`config.mk`:
```
export PLATFORM = sky130hd
export DESIGN_NAME = qenc_counter
export DESIGN_NICKNAME = d
export VERILOG_FILES = /design/src/rtl/qenc_pkg.sv /design/src/rtl/qenc_sync.sv /design/src/rtl/qenc_decode.sv /design/src/rtl/qenc_count.sv /design/src/rtl/qenc_counter.sv
export SDC_FILE = /design/constraint.sdc
export NUM_CORES = 1
export LEC_CHECK = 0
export ABC_AREA = 1
export CORE_MARGIN = 2
export CORE_UTILIZATION = 35
export CTS_BUF_LIST = sky130_fd_sc_hd__clkbuf_2 sky130_fd_sc_hd__clkbuf_4 sky130_fd_sc_hd__clkbuf_8
export CTS_CLUSTER_SIZE = 28
export DETAILED_ROUTE_END_ITERATION = 10
export DONT_BUFFER_PORTS = 1
export PLACE_DENSITY_LB_ADDON = 0.12
export SLEW_MARGIN = 15
export SYNTH_ARGS = -nofsm -noshare
export SYNTH_HDL_FRONTEND = slang
export SYNTH_SLANG_ARGS = --single-unit
```
`constraint.sdc`:
```
create_clock -name clk -period 2.5 [get_ports clk]
set_clock_uncertainty 0.1 [all_clocks]
set_input_delay 0.375 -clock clk [delete_from_list [all_inputs] [get_ports clk]]
set_output_delay 0.375 -clock clk [all_outputs]
set_load 0.02 [all_outputs]
```
`src/rtl/qenc_pkg.sv`:
```
package qenc_pkg;
   localparam logic [1:0] EDGE_RISE = 2'b00;
   localparam logic [1:0] EDGE_FALL = 2'b01;

   typedef struct packed {
      logic up;
      logic dn;
      logic bad;
   } step_t;

   function automatic logic edge_counts(input logic new_level, input logic [1:0] sel);
      if (new_level) return (sel != EDGE_FALL);
      else           return (sel != EDGE_RISE);
   endfunction
endpackage

```
`src/rtl/qenc_sync.sv`:
```
module qenc_sync #(
   parameter int STAGES = 2,
   parameter int W      = 2
) (
   input  logic         clk,
   input  logic         rst_n,
   input  logic [W-1:0] d,
   output logic [W-1:0] q
);
   logic [W-1:0] chain [STAGES];

   generate
      if (STAGES < 2) begin : g_bad_stages
         $error("qenc_sync needs at least two stages");
      end
      for (genvar i = 0; i < STAGES; i++) begin : g_stage
         always_ff @(posedge clk or negedge rst_n) begin
            if (!rst_n)      chain[i] <= '0;
            else if (i == 0) chain[i] <= d;
            else             chain[i] <= chain[(i == 0) ? 0 : i-1];
         end
      end
   endgenerate

   assign q = chain[STAGES-1];
endmodule

```
`src/rtl/qenc_decode.sv`:
```
module qenc_decode
   import qenc_pkg::*;
(
   input  logic       clk,
   input  logic       rst_n,
   input  logic       armed,
   input  logic       quad,
   input  logic [1:0] edge_sel,
   input  logic [1:0] cur,   // bit0 = A, bit1 = B
   input  logic [1:0] old,
   output step_t      step
);
   logic moved_a, moved_b;
   assign moved_a = cur[0] ^ old[0];
   assign moved_b = cur[1] ^ old[1];

   always_comb begin
      step = '0;
      if (armed) begin
         if (!quad) begin
            step.up = moved_a && edge_counts(cur[0], edge_sel);
         end else if (moved_a && moved_b) begin
            step.bad = 1'b1;
         end else if (moved_a && edge_counts(cur[0], edge_sel)) begin
            case ({cur[0], cur[1]})
               2'b11, 2'b00: step.dn = 1'b1;
               default:      step.up = 1'b1;
            endcase
         end else if (moved_b && edge_counts(cur[1], edge_sel)) begin
            case ({cur[1], cur[0]})
               2'b11, 2'b00: step.up = 1'b1;
               default:      step.dn = 1'b1;
            endcase
         end
      end
   end


   step_exclusive_chk: assert property (@(posedge clk) disable iff (!rst_n)
      $onehot0({step.up, step.dn, step.bad}));

   simple_never_down_chk: assert property (@(posedge clk) disable iff (!rst_n)
      !quad |-> !step.dn && !step.bad);
endmodule

```
`src/rtl/qenc_count.sv`:
```
module qenc_count
   import qenc_pkg::*;
#(
   parameter int CNT_W = 16
) (
   input  logic             clk,
   input  logic             rst_n,
   input  logic             clr,
   input  step_t            step,
   input  logic [CNT_W-1:0] limit,
   output logic [CNT_W-1:0] cnt,
   output logic             dir_up,
   output logic             err
);
   always_ff @(posedge clk or negedge rst_n) begin
      if (!rst_n) begin
         cnt    <= '0;
         dir_up <= 1'b0;
         err    <= 1'b0;
      end else if (clr) begin
         cnt <= '0;
         err <= 1'b0;
      end else begin
         if (step.bad) err <= 1'b1;
         if (step.up) begin
            cnt    <= (cnt >= limit) ? '0 : cnt + 1'b1;
            dir_up <= 1'b1;
         end else if (step.dn) begin
            cnt    <= (cnt == '0) ? limit : cnt - 1'b1;
            dir_up <= 1'b0;
         end
      end
   end


   wrap_up_chk: assert property (@(posedge clk) disable iff (!rst_n)
      (!clr && step.up && cnt >= limit) |=> (cnt == '0));

   wrap_down_chk: assert property (@(posedge clk) disable iff (!rst_n)
      (!clr && step.dn && cnt == '0) |=> (cnt == $past(limit)));

   err_sticky_chk: assert property (@(posedge clk) disable iff (!rst_n)
      (err && !clr) |=> err);

   clear_wins_chk: assert property (@(posedge clk) disable iff (!rst_n)
      clr |=> (cnt == '0) && !err);
endmodule

```
`src/rtl/qenc_counter.sv`:
```
module qenc_counter
   import qenc_pkg::*;
#(
   parameter int CNT_W       = 16,
   parameter int SYNC_STAGES = 2
) (
   input  logic             clk,
   input  logic             rst_n,
   input  logic             enable,
   input  logic             clear,
   input  logic             enc_a,
   input  logic             enc_b,
   input  logic             cfg_quad,
   input  logic [1:0]       cfg_edge,
   input  logic [CNT_W-1:0] cfg_preset,
   output logic [CNT_W-1:0] count,
   output logic             dir_up,
   output logic             err_flag
);
   generate
      if (CNT_W < 2) begin : g_bad_width
         $error("qenc_counter needs CNT_W of at least 2");
      end
   endgenerate

   logic [1:0]       lvl_now, lvl_prev;
   logic             en_q, armed;
   logic             quad_q;
   logic [1:0]       edge_q;
   logic [CNT_W-1:0] limit_q;
   step_t            step;

   qenc_sync #(.STAGES(SYNC_STAGES), .W(2)) u_sync (
      .clk(clk), .rst_n(rst_n), .d({enc_b, enc_a}), .q(lvl_now));

   always_ff @(posedge clk or negedge rst_n) begin
      if (!rst_n) begin
         lvl_prev <= '0;
         en_q     <= 1'b0;
         quad_q   <= 1'b0;
         edge_q   <= EDGE_RISE;
         limit_q  <= '0;
      end else begin
         lvl_prev <= lvl_now;
         en_q     <= enable;
         if (!enable) begin
            quad_q  <= cfg_quad;
            edge_q  <= cfg_edge;
            limit_q <= cfg_preset;
         end
      end
   end

   assign armed = enable && en_q;

   qenc_decode u_decode (
      .clk(clk), .rst_n(rst_n), .armed(armed), .quad(quad_q),
      .edge_sel(edge_q), .cur(lvl_now), .old(lvl_prev), .step(step));

   qenc_count #(.CNT_W(CNT_W)) u_count (
      .clk(clk), .rst_n(rst_n), .clr(clear), .step(step), .limit(limit_q),
      .cnt(count), .dir_up(dir_up), .err(err_flag));


   idle_holds_chk: assert property (@(posedge clk) disable iff (!rst_n)
      (!armed && !clear) |=> $stable(count));

   cfg_frozen_chk: assert property (@(posedge clk) disable iff (!rst_n)
      enable |=> $stable(limit_q) && $stable(edge_q) && $stable(quad_q));
endmodule

```
==> impl_summary.log, run 1 <==
[metrics] die height: 101 um
[metrics] ys flop type: sky130_fd_sc_hd__dfrtp_1
[metrics] XOR/XNOR share of the synthesized area: 5.09%
[metrics] antenna violations before repair: 0
[metrics] Post-DP HPWL: 7.22 mm
[metrics] root buf cell: sky130_fd_sc_hd__clkbuf_8
[metrics] Netlist cell types: 28
[metrics] maximum level of the CTS H-tree: 2
[metrics] number of antenna cells inserted: 0
[metrics] overall track demand over capacity in global routing: 19.8%
[metrics] kind of launch point of the worst setup path: flop
[metrics] pin slew with the least headroom to its limit: 0.730 ns
[metrics] CTS clk-pin slew, worst paths: 0.09 ns
[metrics] worst relative slew slack: 51.2%
[metrics] synthesized-area fraction occupied by ao, oa, aoi and oai cells: 11.4%
[metrics] filler-free cell count of the finished design: 607
[metrics] Post-Layout Inst Area: 3660 um^2
[metrics] hold violation total from the final report: 0
[metrics] number of flops mapped to enable cells by yosys: 0
[metrics] first-pass GRT wire length: 15.6 mm
[metrics] number of cells on the worst hold path: 1
[metrics] I/O Buffers: 0
[metrics] Synthesized Nets: 522
[metrics] aggregate routed wire length: 9.39 mm
[metrics] global placement routability congestion: 0.857
[metrics] Hold Path Sink: u_count.err
[metrics] dominant cell type by area after synthesis: sky130_fd_sc_hd__dfrtp_1
[metrics] Synth Instances: 478
[metrics] synthesized area divided by synthesized cell count: 6.84 um^2
[metrics] met1 layer wirelength in the final routing: 4.65 mm
[metrics] launching point of the worst reg2reg path: u_count.cnt[1]
[metrics] top layer in use: met4
[metrics] met3 wirelength from detailed routing: 371 um
[metrics] TritonCTS buffer count: 5
[metrics] leakage power of the design: 1.91 nW
[metrics] outcome: completed
[metrics] worst flop-to-flop path endpoint: u_count.cnt[7]
[metrics] setup slack on the worst flop-to-flop path: 0.29 ns
[metrics] boundary pin count: 43
[metrics] R2R depth: 11
[metrics] area share of the leading cell type in the synthesized netlist: 33.7%
[metrics] sequential-to-total area share from yosys stat: 33.7%
[metrics] post-layout minimum cycle time: 2.21 ns
[metrics] vias in the first global route: 3073
[metrics] Core Rows: 35
[metrics] most instantiated library cell after synthesis: sky130_fd_sc_hd__nand2_1
[metrics] core area: 9150 um^2
[metrics] pin count of the biggest net entering global routing: 45
[metrics] portion of netlist area occupied by mux cells: 0.344%
[metrics] # DRC: 0
[metrics] met2 wire len: 4.23 mm
[metrics] layout cells sized above 1: 9.88%
[metrics] Clock Latency Late Sink: 0.31 ns
[metrics] highest fanout seen on the critical path: 8
[metrics] final slew viol count: 0
[metrics] critical path start-end classification: flop to flop
[metrics] via/cell ratio: 5.10
[metrics] flip-flop and latch count after synthesis: 44
[metrics] horizontal die dimension: 101 um
[metrics] multi-input gate area in the final layout: 1870 um^2
[metrics] signed area change from the synthesized netlist to the final layout: 11.9%
[metrics] data arrival time of the worst path: 2.31 ns
[metrics] setup repair bufs after CTS: 0
[metrics] Initial Utilization: 35.7%
[metrics] cell area reported after detailed placement: 3480 um^2
[metrics] via count: 3095
[metrics] Synth async-reset ratio: 100%
[metrics] post-synthesis instance area: 3270 um^2
[metrics] max_cap viols: 0
[metrics] class of the worst hold path: input port to flop
[metrics] synthesis warning total: 0
[metrics] P per Cell Area: 674 nW/um^2
[metrics] post-detailed-route count of antenna-violating nets: 0
[metrics] most used standard cells in the synthesized netlist: 139 x sky130_fd_sc_hd__nand2_1, 53 x sky130_fd_sc_hd__nor2_1, 52 x sky130_fd_sc_hd__inv_1
[metrics] fraction of the mapped netlist area in adder cells: 7.27%
[metrics] CP Data Required Time: 2.60 ns
[metrics] CTS tree: yes
[metrics] Die ar.: 10100 um^2
[metrics] total instance count after detailed placement: 594
[metrics] start point of the worst min-delay path: clear
[metrics] clock sink count: 44
[metrics] sort of element at the end of the critical path: flop
[metrics] basic-gate share of the synthesized area counting and, or, nand and nor cells: 32.7%
[metrics] Setup TNS Final: 0 ns
[metrics] Iteration-0 DRC Markers: 228
[metrics] setup repair after global routing missed its margin: false
[metrics] worst supply voltage drop on vdd: 0.000242 V
[metrics] Fillers: 985
[metrics] sequential cell area in the final layout: 1100 um^2
[metrics] number of buffers between clock root and the deepest sink: 2
[metrics] CP startpoint: u_count.cnt[1]
[metrics] DRT Pass-1 Iters: 5
[metrics] share of the clock period used by the worst path after layout: 88.3%
[metrics] combinational family with the most area after synthesis: simple AND/OR/NAND/NOR gates
[metrics] GRT Residual Overflow: 0
[metrics] Wirelength per Cell: 15.5 um
[metrics] # setup viols final: 0
[metrics] net count reported at finish: 539
[metrics] post-route worst setup slack: 0.292 ns
[metrics] Max Fclk: 453 MHz
[metrics] post-placement setup slack: 0.200 ns
[metrics] top post-synthesis cells by area: sky130_fd_sc_hd__dfrtp_1 34%, sky130_fd_sc_hd__nand2_1 16%, sky130_fd_sc_hd__ha_1 7.3%
## how the worst max path moves through the flow
| stage | endpoint | slack [ns] | depth (start not counted) |
|---|---|---|---|
| floorplan | u_count.cnt[6] | 0.43 | 9 |
| global placement | u_count.cnt[11] | 0.16 | 11 |
| detailed placement | u_count.cnt[11] | 0.20 | 11 |
| CTS | u_count.cnt[11] | 0.18 | 11 |
| global route | u_count.cnt[5] | 0.09 | 10 |
| finish | u_count.cnt[7] | 0.29 | 11 |
## cells in the final DEF (no fill, tap or decap), types with 3 or more instances in the layout
master,n
sky130_fd_sc_hd__ha_1,19
sky130_fd_sc_hd__dlygate4sd3_1,4
sky130_fd_sc_hd__o21ai_1,15
sky130_fd_sc_hd__xor2_1,17
sky130_fd_sc_hd__clkbuf_8,6
sky130_fd_sc_hd__nor3_1,6
sky130_fd_sc_hd__nand4_1,6
sky130_fd_sc_hd__o21ai_0,22
sky130_fd_sc_hd__a21oi_1,28
sky130_fd_sc_hd__nand3_1,38
sky130_fd_sc_hd__buf_4,21
sky130_fd_sc_hd__nor2_1,53
sky130_fd_sc_hd__nor2_2,3
sky130_fd_sc_hd__inv_1,52
sky130_fd_sc_hd__inv_2,4
sky130_fd_sc_hd__nand2_1,139
sky130_fd_sc_hd__dfrtp_1,44
## through the flow
stage | utilization, % | hold WS [ns] | total power, W
2_1_floorplan | - | -0.0206 | 0.00167
3_3_place_gp | 38.1 | -0.0196 | 0.00194
3_5_place_dp | 38.1 | -0.0196 | 0.00193
5_1_grt | 40.0 | 0.00814 | 0.00267
4_1_cts | 39.9 | 0.00215 | 0.00247
6_report | 40.0 | 0.0141 | 0.00247
## cell type report
class                      instances  share of cell area (%)
tap                              111                    3.79
timing repair buffer              27                    6.70
clock buffer                       6                    2.26
clock inverter                     2                   0.410
inverter                          56                    5.74
sequential                        44                    30.1
multi-input combinational        361                    51.0
## power by group
part / internal (W) / leakage, nW / switching [W]
clock network: 0.000224 / 0.0434 / 0.000283
registers: 0.000779 / 0.538 / 0.0000790
logic: 0.000370 / 1.33 / 0.000731
## cells by family after synthesis
family	count (synthesis)
XOR/XNOR	19
AO/OA/AOI/OAI	69
flip-flops	44
adder cells (fa/ha/maj)	19
multiplexers	1
AND/OR/NAND/NOR	253
buffers and inverters	73
## flip-flops by register name, summed over array words and instances (netlist names)
name,cells
edge_q,2
u_count.err,1
u_sync.chain,2
lvl_prev,2
u_count.cnt,16
quad_q,1
limit_q,16
u_sync.q,2
en_q,1
u_count.dir_up,1
## routing by layer
metal / up-vias / global-route usage [%]
met4: 0 / 4.95
met3: 13 / 2.15
met5: - / 0
met2: 70 / 31.8
met1: 1450 / 28.5
li1: 1562 / -
## timing repair
action / CTS / global route
endpoints found under the hold margin: 47 / 0
endpoints found under the setup margin: 0 / 5
gates resized for setup: 0 / 2
hold buffers: 5 / 0
## critical path: stages, from the launching register on
cell and delay (ns):
sky130_fd_sc_hd__dfrtp_1 0.53, sky130_fd_sc_hd__inv_1 0.18, sky130_fd_sc_hd__ha_1 0.16, sky130_fd_sc_hd__inv_1 0.07, sky130_fd_sc_hd__nor3_1 0.36, sky130_fd_sc_hd__nand3_2 0.23, sky130_fd_sc_hd__nand3_1 0.11, sky130_fd_sc_hd__o21ai_0 0.09
sky130_fd_sc_hd__nand2_1 0.06, sky130_fd_sc_hd__nand2_1 0.05, sky130_fd_sc_hd__nand2_1 0.09, sky130_fd_sc_hd__nand2_1 0.06
(Power assumes the default switching activity.)
==> run 2: changes to the inputs <==
- CORE_UTILIZATION: 35 -> 50
- GPL_TIMING_DRIVEN: unset -> 0
==> run 2 against run 1 <==
Effect of this change: total power shrank 2.3%; first-iteration DRC count grew 9.6%; final area shrank 3.2%; clock power shrank 4.7%.
==> impl_summary.log, run 2 (synthesized netlist as in run 1, its figures left out) <==
[metrics] hold violation total from the final report: 0 (unchanged)
[metrics] pin slew with the least headroom to its limit: 0.515 ns (was 0.730 ns)
[metrics] # setup viols final: 0 (unchanged)
[metrics] sequential cell area in the final layout: 1100 um^2 (about the same)
[metrics] CP Data Required Time: 2.58 ns (was 2.60 ns)
[metrics] Wirelength per Cell: 15.0 um (was 15.5 um)
[metrics] I/O Buffers: 0 (unchanged)
[metrics] Hold Path Sink: u_count.err (unchanged)
[metrics] layout cells sized above 1: 8.55% (was 9.88%)
[metrics] die height: 84.9 um (was 101 um)
[metrics] P per Cell Area: 680 nW/um^2 (was 674 nW/um^2)
[metrics] Post-DP HPWL: 6.58 mm (was 7.22 mm)
[metrics] sort of element at the end of the critical path: flop (unchanged)
[metrics] CTS clk-pin slew, worst paths: 0.08 ns (was 0.09 ns)
[metrics] top flop regs: limit_q: 16 flops, u_count.cnt: 16 flops (unchanged)
[metrics] first-pass GRT wire length: 14.2 mm (was 15.6 mm)
[metrics] worst relative slew slack: 65.7% (was 51.2%)
[metrics] Die ar.: 7200 um^2 (was 10100 um^2)
[metrics] via/cell ratio: 5.39 (was 5.10)
[metrics] critical path start-end classification: flop to flop (unchanged)
[metrics] boundary pin count: 43 (unchanged)
[metrics] CTS tree: yes (unchanged)
[metrics] core area: 6350 um^2 (was 9150 um^2)
[metrics] signed area change from the synthesized netlist to the final layout: 8.30% (was 11.9%)
[metrics] overall track demand over capacity in global routing: 24.9% (was 19.8%)
[metrics] maximum level of the CTS H-tree: 2 (unchanged)
[metrics] Initial Utilization: 51.5% (was 35.7%)
[metrics] TritonCTS buffer count: 5 (unchanged)
[metrics] net count reported at finish: 534 (was 539)
[metrics] total instance count after detailed placement: 555 (was 594)
[metrics] share of the clock period used by the worst path after layout: 91.7% (was 88.3%)
[metrics] horizontal die dimension: 84.9 um (was 101 um)
[metrics] max_cap viols: 0 (unchanged)
[metrics] clock sink count: 44 (unchanged)
[metrics] vias in the first global route: 2790 (was 3073)
[metrics] number of antenna cells inserted: 0 (unchanged)
[metrics] antenna violations before repair: 0 (unchanged)
[metrics] highest fanout seen on the critical path: 10 (was 8)
[metrics] launching point of the worst reg2reg path: u_count.cnt[15] (was u_count.cnt[1])
[metrics] # DRC: 0 (unchanged)
[metrics] data arrival time of the worst path: 2.37 ns (was 2.31 ns)
[metrics] outcome: completed (unchanged)
[metrics] kind of launch point of the worst setup path: flop (unchanged)
[metrics] final slew viol count: 0 (unchanged)
[metrics] filler-free cell count of the finished design: 568 (was 607)
[metrics] pin count of the biggest net entering global routing: 45 (unchanged)
[metrics] worst flop-to-flop path endpoint: u_count.cnt[7] (unchanged)
[metrics] aggregate routed wire length: 8.54 mm (was 9.39 mm)
[metrics] Iteration-0 DRC Markers: 250 (was 228)
[metrics] Max Fclk: 436 MHz (was 453 MHz)
[metrics] worst supply voltage drop on vdd: 0.000348 V (was 0.000242 V)
[metrics] post-detailed-route count of antenna-violating nets: 0 (unchanged)
[metrics] most common cell after layout, fill and taps aside: sky130_fd_sc_hd__nand2_1 (unchanged)
[metrics] setup slack on the worst flop-to-flop path: 0.21 ns (was 0.29 ns)
[metrics] most frequent cells in the layout: 139 x sky130_fd_sc_hd__nand2_1, 53 x sky130_fd_sc_hd__nor2_1, 52 x sky130_fd_sc_hd__inv_1, 41 x sky130_fd_sc_hd__dfrtp_1, 37 x sky130_fd_sc_hd__nand3_1 (was 139 x sky130_fd_sc_hd__nand2_1, 53 x sky130_fd_sc_hd__nor2_1, 52 x sky130_fd_sc_hd__inv_1, 44 x sky130_fd_sc_hd__dfrtp_1, 38 x sky130_fd_sc_hd__nand3_1)
[metrics] Clock Latency Late Sink: 0.30 ns (was 0.31 ns)
[metrics] global placement routability congestion: 0.921 (was 0.857)
[metrics] Fillers: 616 (was 985)
[metrics] Core Rows: 29 (was 35)
[metrics] start point of the worst min-delay path: clear (unchanged)
[metrics] R2R depth: 9 (was 11)
[metrics] number of cells on the worst hold path: 1 (unchanged)
[metrics] total power: 0.00241 W (was 0.00247 W)
[metrics] setup repair after global routing missed its margin: false (unchanged)
[metrics] via count: 3062 (was 3095)
[metrics] class of the worst hold path: input port to flop (unchanged)
[metrics] number of buffers between clock root and the deepest sink: 2 (unchanged)
[metrics] root buf cell: sky130_fd_sc_hd__clkbuf_8 (unchanged)
[metrics] Setup TNS Final: 0 ns (unchanged)
[metrics] post-layout minimum cycle time: 2.29 ns (was 2.21 ns)
[metrics] DRT Pass-1 Iters: 5 (unchanged)
[metrics] GRT Residual Overflow: 0 (unchanged)
[metrics] multi-input gate area in the final layout: 1860 um^2 (was 1870 um^2)
[metrics] leakage power of the design: 1.87 nW (was 1.91 nW)
run 2: changes by cell type in the layout (fill, tap and decap cells not counted), sizes merged:
| cell | change |
|---|---|
| buf | -8 |
| clkbuf | +4 |
| clkinvlp | -1 |
run 2: report_power, final:
part / total [W] / switching (W) / internal, W
clock: 0.000484 / 0.000248 / 0.000236
sequential: 0.000906 / 0.000126 / 0.000780
combinational: 0.00102 / 0.000666 / 0.000354
run 2: worst max-delay path by stage:
stage	depth (start not counted)	end	slack, ns	from
2_1_floorplan	9	u_count.cnt[6]	0.43	u_count.cnt[13]
3_3_place_gp	9	u_count.cnt[6]	-0.15	u_count.cnt[10]
3_5_place_dp	9	u_count.cnt[6]	-0.10	u_count.cnt[10]
4_1_cts	9	u_count.cnt[6]	0.03	u_count.cnt[10]
5_1_grt	9	u_count.cnt[6]	0.01	u_count.cnt[15]
6_report	9	u_count.cnt[7]	0.21	u_count.cnt[15]
run 2: stage by stage:
stage,setup WS [ns],hold slack [ns],util (%),instance area [um^2]
2_1_floorplan,0.434,-0.0206,-,3270
3_3_place_gp,-0.152,-0.0198,53.0,3370
3_5_place_dp,-0.102,-0.0200,53.0,3370
4_1_cts,0.0273,0.0256,55.6,3530
5_1_grt,0.0134,0.0166,55.8,3540
6_report,0.208,0.0336,55.8,3540
run 2: final cells by class:
cell class                      instances  share of cell area, %
Timing Repair Buffer                    5                   1.91
Sequential cell                        44                   31.2
Clock buffer                            7                   2.54
Multi-Input combinational cell        361                   52.6
Tap cell                               77                   2.72
Clock inverter                          1                  0.212
Inverter                               56                   5.93
Buffer                                 17                   2.93
run 2: routing by layer:
layer | share of wire [%] | track usage [%]
met1 | 50 | 37.2
met2 | 43 | 38.5
met3 | 5.4 | 4.28
met4 | 1.2 | 4.76
met5 | 0 | 0
run 2: timing repair:
| action | in CTS | in global routing |
|---|---|---|
| hold buffers | 5 | 0 |
| endpoints found under the hold margin | 47 | 0 |
| setup endpoints to repair | 10 | 10 |
| setup buffers | 0 | 0 |
| resized for setup | 1 | 5 |
run 2: worst max-delay path: stages (launching register included):
cell	delay (ns)
sky130_fd_sc_hd__dfrtp_1	0.52
sky130_fd_sc_hd__ha_1	0.37
sky130_fd_sc_hd__nand2_1	0.08
sky130_fd_sc_hd__nor3_1	0.30
sky130_fd_sc_hd__nand3_1	0.13
sky130_fd_sc_hd__nand3_2	0.17
sky130_fd_sc_hd__buf_2	0.24
sky130_fd_sc_hd__o21ai_1	0.12
sky130_fd_sc_hd__nand2_1	0.08
sky130_fd_sc_hd__nand2_1	0.06
==> run 3: changes to the inputs <==
- clock period: 2.5 -> 2.44 ns (I/O delays scaled with it)
==> run 3 against run 2 <==
Effect of this change: register-to-register slack got worse by 0.05 ns; hold slack got worse by 0.0090 ns; clock power up 2%; critical path depth did not move; largest cell class unchanged; worst setup slack worse by 0.052 ns; final area about the same; sequential share of layout area about the same; first-iteration DRC count stayed put; total power up 2.5%.
==> impl_summary.log, run 3 (synthesized netlist as in run 1, its figures left out) <==
[metrics] outcome: completed (unchanged)
[metrics] setup repair after global routing missed its margin: false (unchanged)
[metrics] critical path start-end classification: flop to flop (unchanged)
[metrics] sort of element at the end of the critical path: flop (unchanged)
[metrics] P per Cell Area: 697 nW/um^2 (was 680 nW/um^2)
[metrics] top flop regs: limit_q: 16 flops, u_count.cnt: 16 flops (unchanged)
[metrics] max_cap viols: 0 (unchanged)
[metrics] TritonCTS buffer count: 5 (unchanged)
[metrics] pin count of the biggest net entering global routing: 45 (unchanged)
[metrics] Clock Latency Late Sink: 0.30 ns (about the same)
[metrics] aggregate routed wire length: 8.54 mm (unchanged)
[metrics] CP Data Required Time: 2.52 ns (was 2.58 ns)
[metrics] clock sink count: 44 (unchanged)
[metrics] post-layout minimum cycle time: 2.28 ns (was 2.29 ns)
[metrics] launching point of the worst reg2reg path: u_count.cnt[14] (was u_count.cnt[15])
[metrics] Core Rows: 29 (unchanged)
[metrics] most frequent cells in the layout: 139 x sky130_fd_sc_hd__nand2_1, 53 x sky130_fd_sc_hd__nor2_1, 52 x sky130_fd_sc_hd__inv_1, 40 x sky130_fd_sc_hd__dfrtp_1, 37 x sky130_fd_sc_hd__nand3_1 (was 139 x sky130_fd_sc_hd__nand2_1, 53 x sky130_fd_sc_hd__nor2_1, 52 x sky130_fd_sc_hd__inv_1, 41 x sky130_fd_sc_hd__dfrtp_1, 37 x sky130_fd_sc_hd__nand3_1)
[metrics] post-detailed-route count of antenna-violating nets: 0 (unchanged)
[metrics] overall track demand over capacity in global routing: 24.9% (unchanged)
[metrics] worst supply voltage drop on vdd: 0.000357 V (was 0.000348 V)
[metrics] R2R depth: 9 (unchanged)
[metrics] via count: 3061 (was 3062)
[metrics] class of the worst hold path: input port to flop (unchanged)
[metrics] pin slew with the least headroom to its limit: 0.515 ns (unchanged)
[metrics] Setup TNS Final: 0 ns (unchanged)
[metrics] root buf cell: sky130_fd_sc_hd__clkbuf_8 (unchanged)
[metrics] worst relative slew slack: 65.7% (unchanged)
[metrics] via/cell ratio: 5.39 (about the same)
[metrics] Initial Utilization: 51.5% (unchanged)
[metrics] start point of the worst min-delay path: clear (unchanged)
[metrics] # setup viols final: 0 (unchanged)
[metrics] signed area change from the synthesized netlist to the final layout: 8.34% (was 8.30%)
[metrics] vias in the first global route: 2790 (unchanged)
[metrics] hold violation total from the final report: 0 (unchanged)
[metrics] CTS tree: yes (unchanged)
[metrics] proportion of power drawn by combinational gates: 42.3% (about the same)
[metrics] final slew viol count: 0 (unchanged)
[metrics] layout cells sized above 1: 8.76% (was 8.55%)
[metrics] final standard cell utilization of the core: 55.8% (about the same)
[metrics] Wirelength per Cell: 15.0 um (unchanged)
[metrics] Fillers: 615 (was 616)
[metrics] highest fanout seen on the critical path: 10 (unchanged)
[metrics] setup repair bufs after CTS: 0 (unchanged)
[metrics] die height: 84.9 um (unchanged)
[metrics] net count reported at finish: 534 (unchanged)
[metrics] number of buffers between clock root and the deepest sink: 2 (unchanged)
[metrics] kind of launch point of the worst setup path: flop (unchanged)
[metrics] number of antenna cells inserted: 0 (unchanged)
[metrics] Sw Share: 43.2% (about the same)
[metrics] Int Pwr: 0.00140 W (was 0.00137 W)
[metrics] horizontal die dimension: 84.9 um (unchanged)
[metrics] Post-DP HPWL: 6.58 mm (unchanged)
[metrics] I/O Buffers: 0 (unchanged)
[metrics] most common cell after layout, fill and taps aside: sky130_fd_sc_hd__nand2_1 (unchanged)
[metrics] number of cells on the worst hold path: 1 (unchanged)
[metrics] boundary pin count: 43 (unchanged)
[metrics] setup slack on the worst flop-to-flop path: 0.16 ns (was 0.21 ns)
[metrics] Hold Path Sink: u_count.err (unchanged)
[metrics] data arrival time of the worst path: 2.37 ns (about the same)
[metrics] net switching power of the design: 0.00107 W (was 0.00104 W)
[metrics] leakage power of the design: 1.87 nW (about the same)
[metrics] Max Fclk: 438 MHz (was 436 MHz)
[metrics] clock share of power: 20.1% (about the same)
[metrics] CTS clk-pin slew, worst paths: 0.08 ns (about the same)
[metrics] Iteration-0 DRC Markers: 250 (unchanged)
[metrics] share of the clock period used by the worst path after layout: 93.6% (was 91.7%)
[metrics] # DRC: 0 (unchanged)
[metrics] first-pass GRT wire length: 14.2 mm (unchanged)
[metrics] core area: 6350 um^2 (unchanged)
[metrics] worst flop-to-flop path endpoint: u_count.cnt[7] (unchanged)
[metrics] part of the total power dissipated in sequential elements: 37.6% (about the same)
[metrics] maximum level of the CTS H-tree: 2 (unchanged)
[metrics] antenna violations before repair: 0 (unchanged)
[metrics] Die ar.: 7200 um^2 (unchanged)
[metrics] GRT Residual Overflow: 0 (unchanged)
[metrics] global placement routability congestion: 0.921 (unchanged)
[metrics] DRT Pass-1 Iters: 5 (unchanged)
-- run 3: cell counts in the layout (fill, tap and decap cells not counted) --
Identical to the previous run, type by type.
-- run 3: worst max-delay path, stage by stage (launching register included) --
cell,delay [ns]
sky130_fd_sc_hd__dfrtp_1,0.52
sky130_fd_sc_hd__ha_1,0.36
sky130_fd_sc_hd__nand2_1,0.08
sky130_fd_sc_hd__nor3_1,0.30
sky130_fd_sc_hd__nand3_1,0.13
sky130_fd_sc_hd__nand3_2,0.17
sky130_fd_sc_hd__buf_2,0.24
sky130_fd_sc_hd__o21ai_1,0.12
sky130_fd_sc_hd__nand2_1,0.08
sky130_fd_sc_hd__nand2_1,0.06
-- run 3: area by class of cell --
cell class	count	area, um^2	area share [%]
repair buffers	5	67.6	1.91
flip-flops and latches	44	1110	31.2
plain buffers	17	104	2.93
clock buffers	7	90.1	2.54
inverters	56	210	5.93
well taps	77	96.3	2.72
multi-input cells	361	1860	52.5
clock inverters	1	7.51	0.212
-- run 3: how the worst max path moves through the flow --
stage	from	endpoint	cells after the start
finish	u_count.cnt[14]	u_count.cnt[7]	9
global route	u_count.cnt[14]	u_count.cnt[6]	9
floorplan	u_count.cnt[13]	u_count.cnt[6]	9
CTS	u_count.cnt[15]	u_count.cnt[6]	9
global placement	u_count.cnt[10]	u_count.cnt[6]	9
detailed placement	u_count.cnt[10]	u_count.cnt[6]	9
-- run 3: per-layer routing --
metal | vias to the layer above | part of all wire (%) | GRT usage (%)
li1 | 1550 | - | -
met2 | 92 | 43 | 38.5
met5 | - | 0 | 0
met1 | 1409 | 50 | 37.2
met3 | 10 | 5.4 | 4.28
met4 | 0 | 1.2 | 4.76
-- run 3: through the flow --
stage / total power [W] / worst slack [ns] / hold WS, ns / std cells / instance area [um^2]
CTS: 0.00247 / 0.0349 / 0.0166 / 568 / 3540
global placement: 0.00193 / -0.212 / -0.0288 / 555 / 3370
detailed placement: 0.00194 / -0.162 / -0.0290 / 555 / 3370
floorplan: 0.00171 / 0.374 / -0.0296 / 478 / 3270
global route: 0.00267 / 0.000461 / 0.00764 / 568 / 3540
finish: 0.00247 / 0.156 / 0.0246 / 568 / 3540
-- run 3: power by group through the flow --
stage | sequential [W] | combinational [W] | clock [W]
2_1_floorplan | 0.000909 | 0.000801 | 0
3_3_place_gp | 0.000939 | 0.000986 | 0
3_5_place_dp | 0.000941 | 0.000998 | 0
4_1_cts | 0.000928 | 0.00103 | 0.000515
5_1_grt | 0.000939 | 0.00119 | 0.000544
6_report | 0.000928 | 0.00105 | 0.000496
-- run 3: what timing repair did --
item,CTS,global route
setup endpoints to repair,10,10
hold endpoints to repair,47,0
resized for setup,4,3
hold buffers,5,0
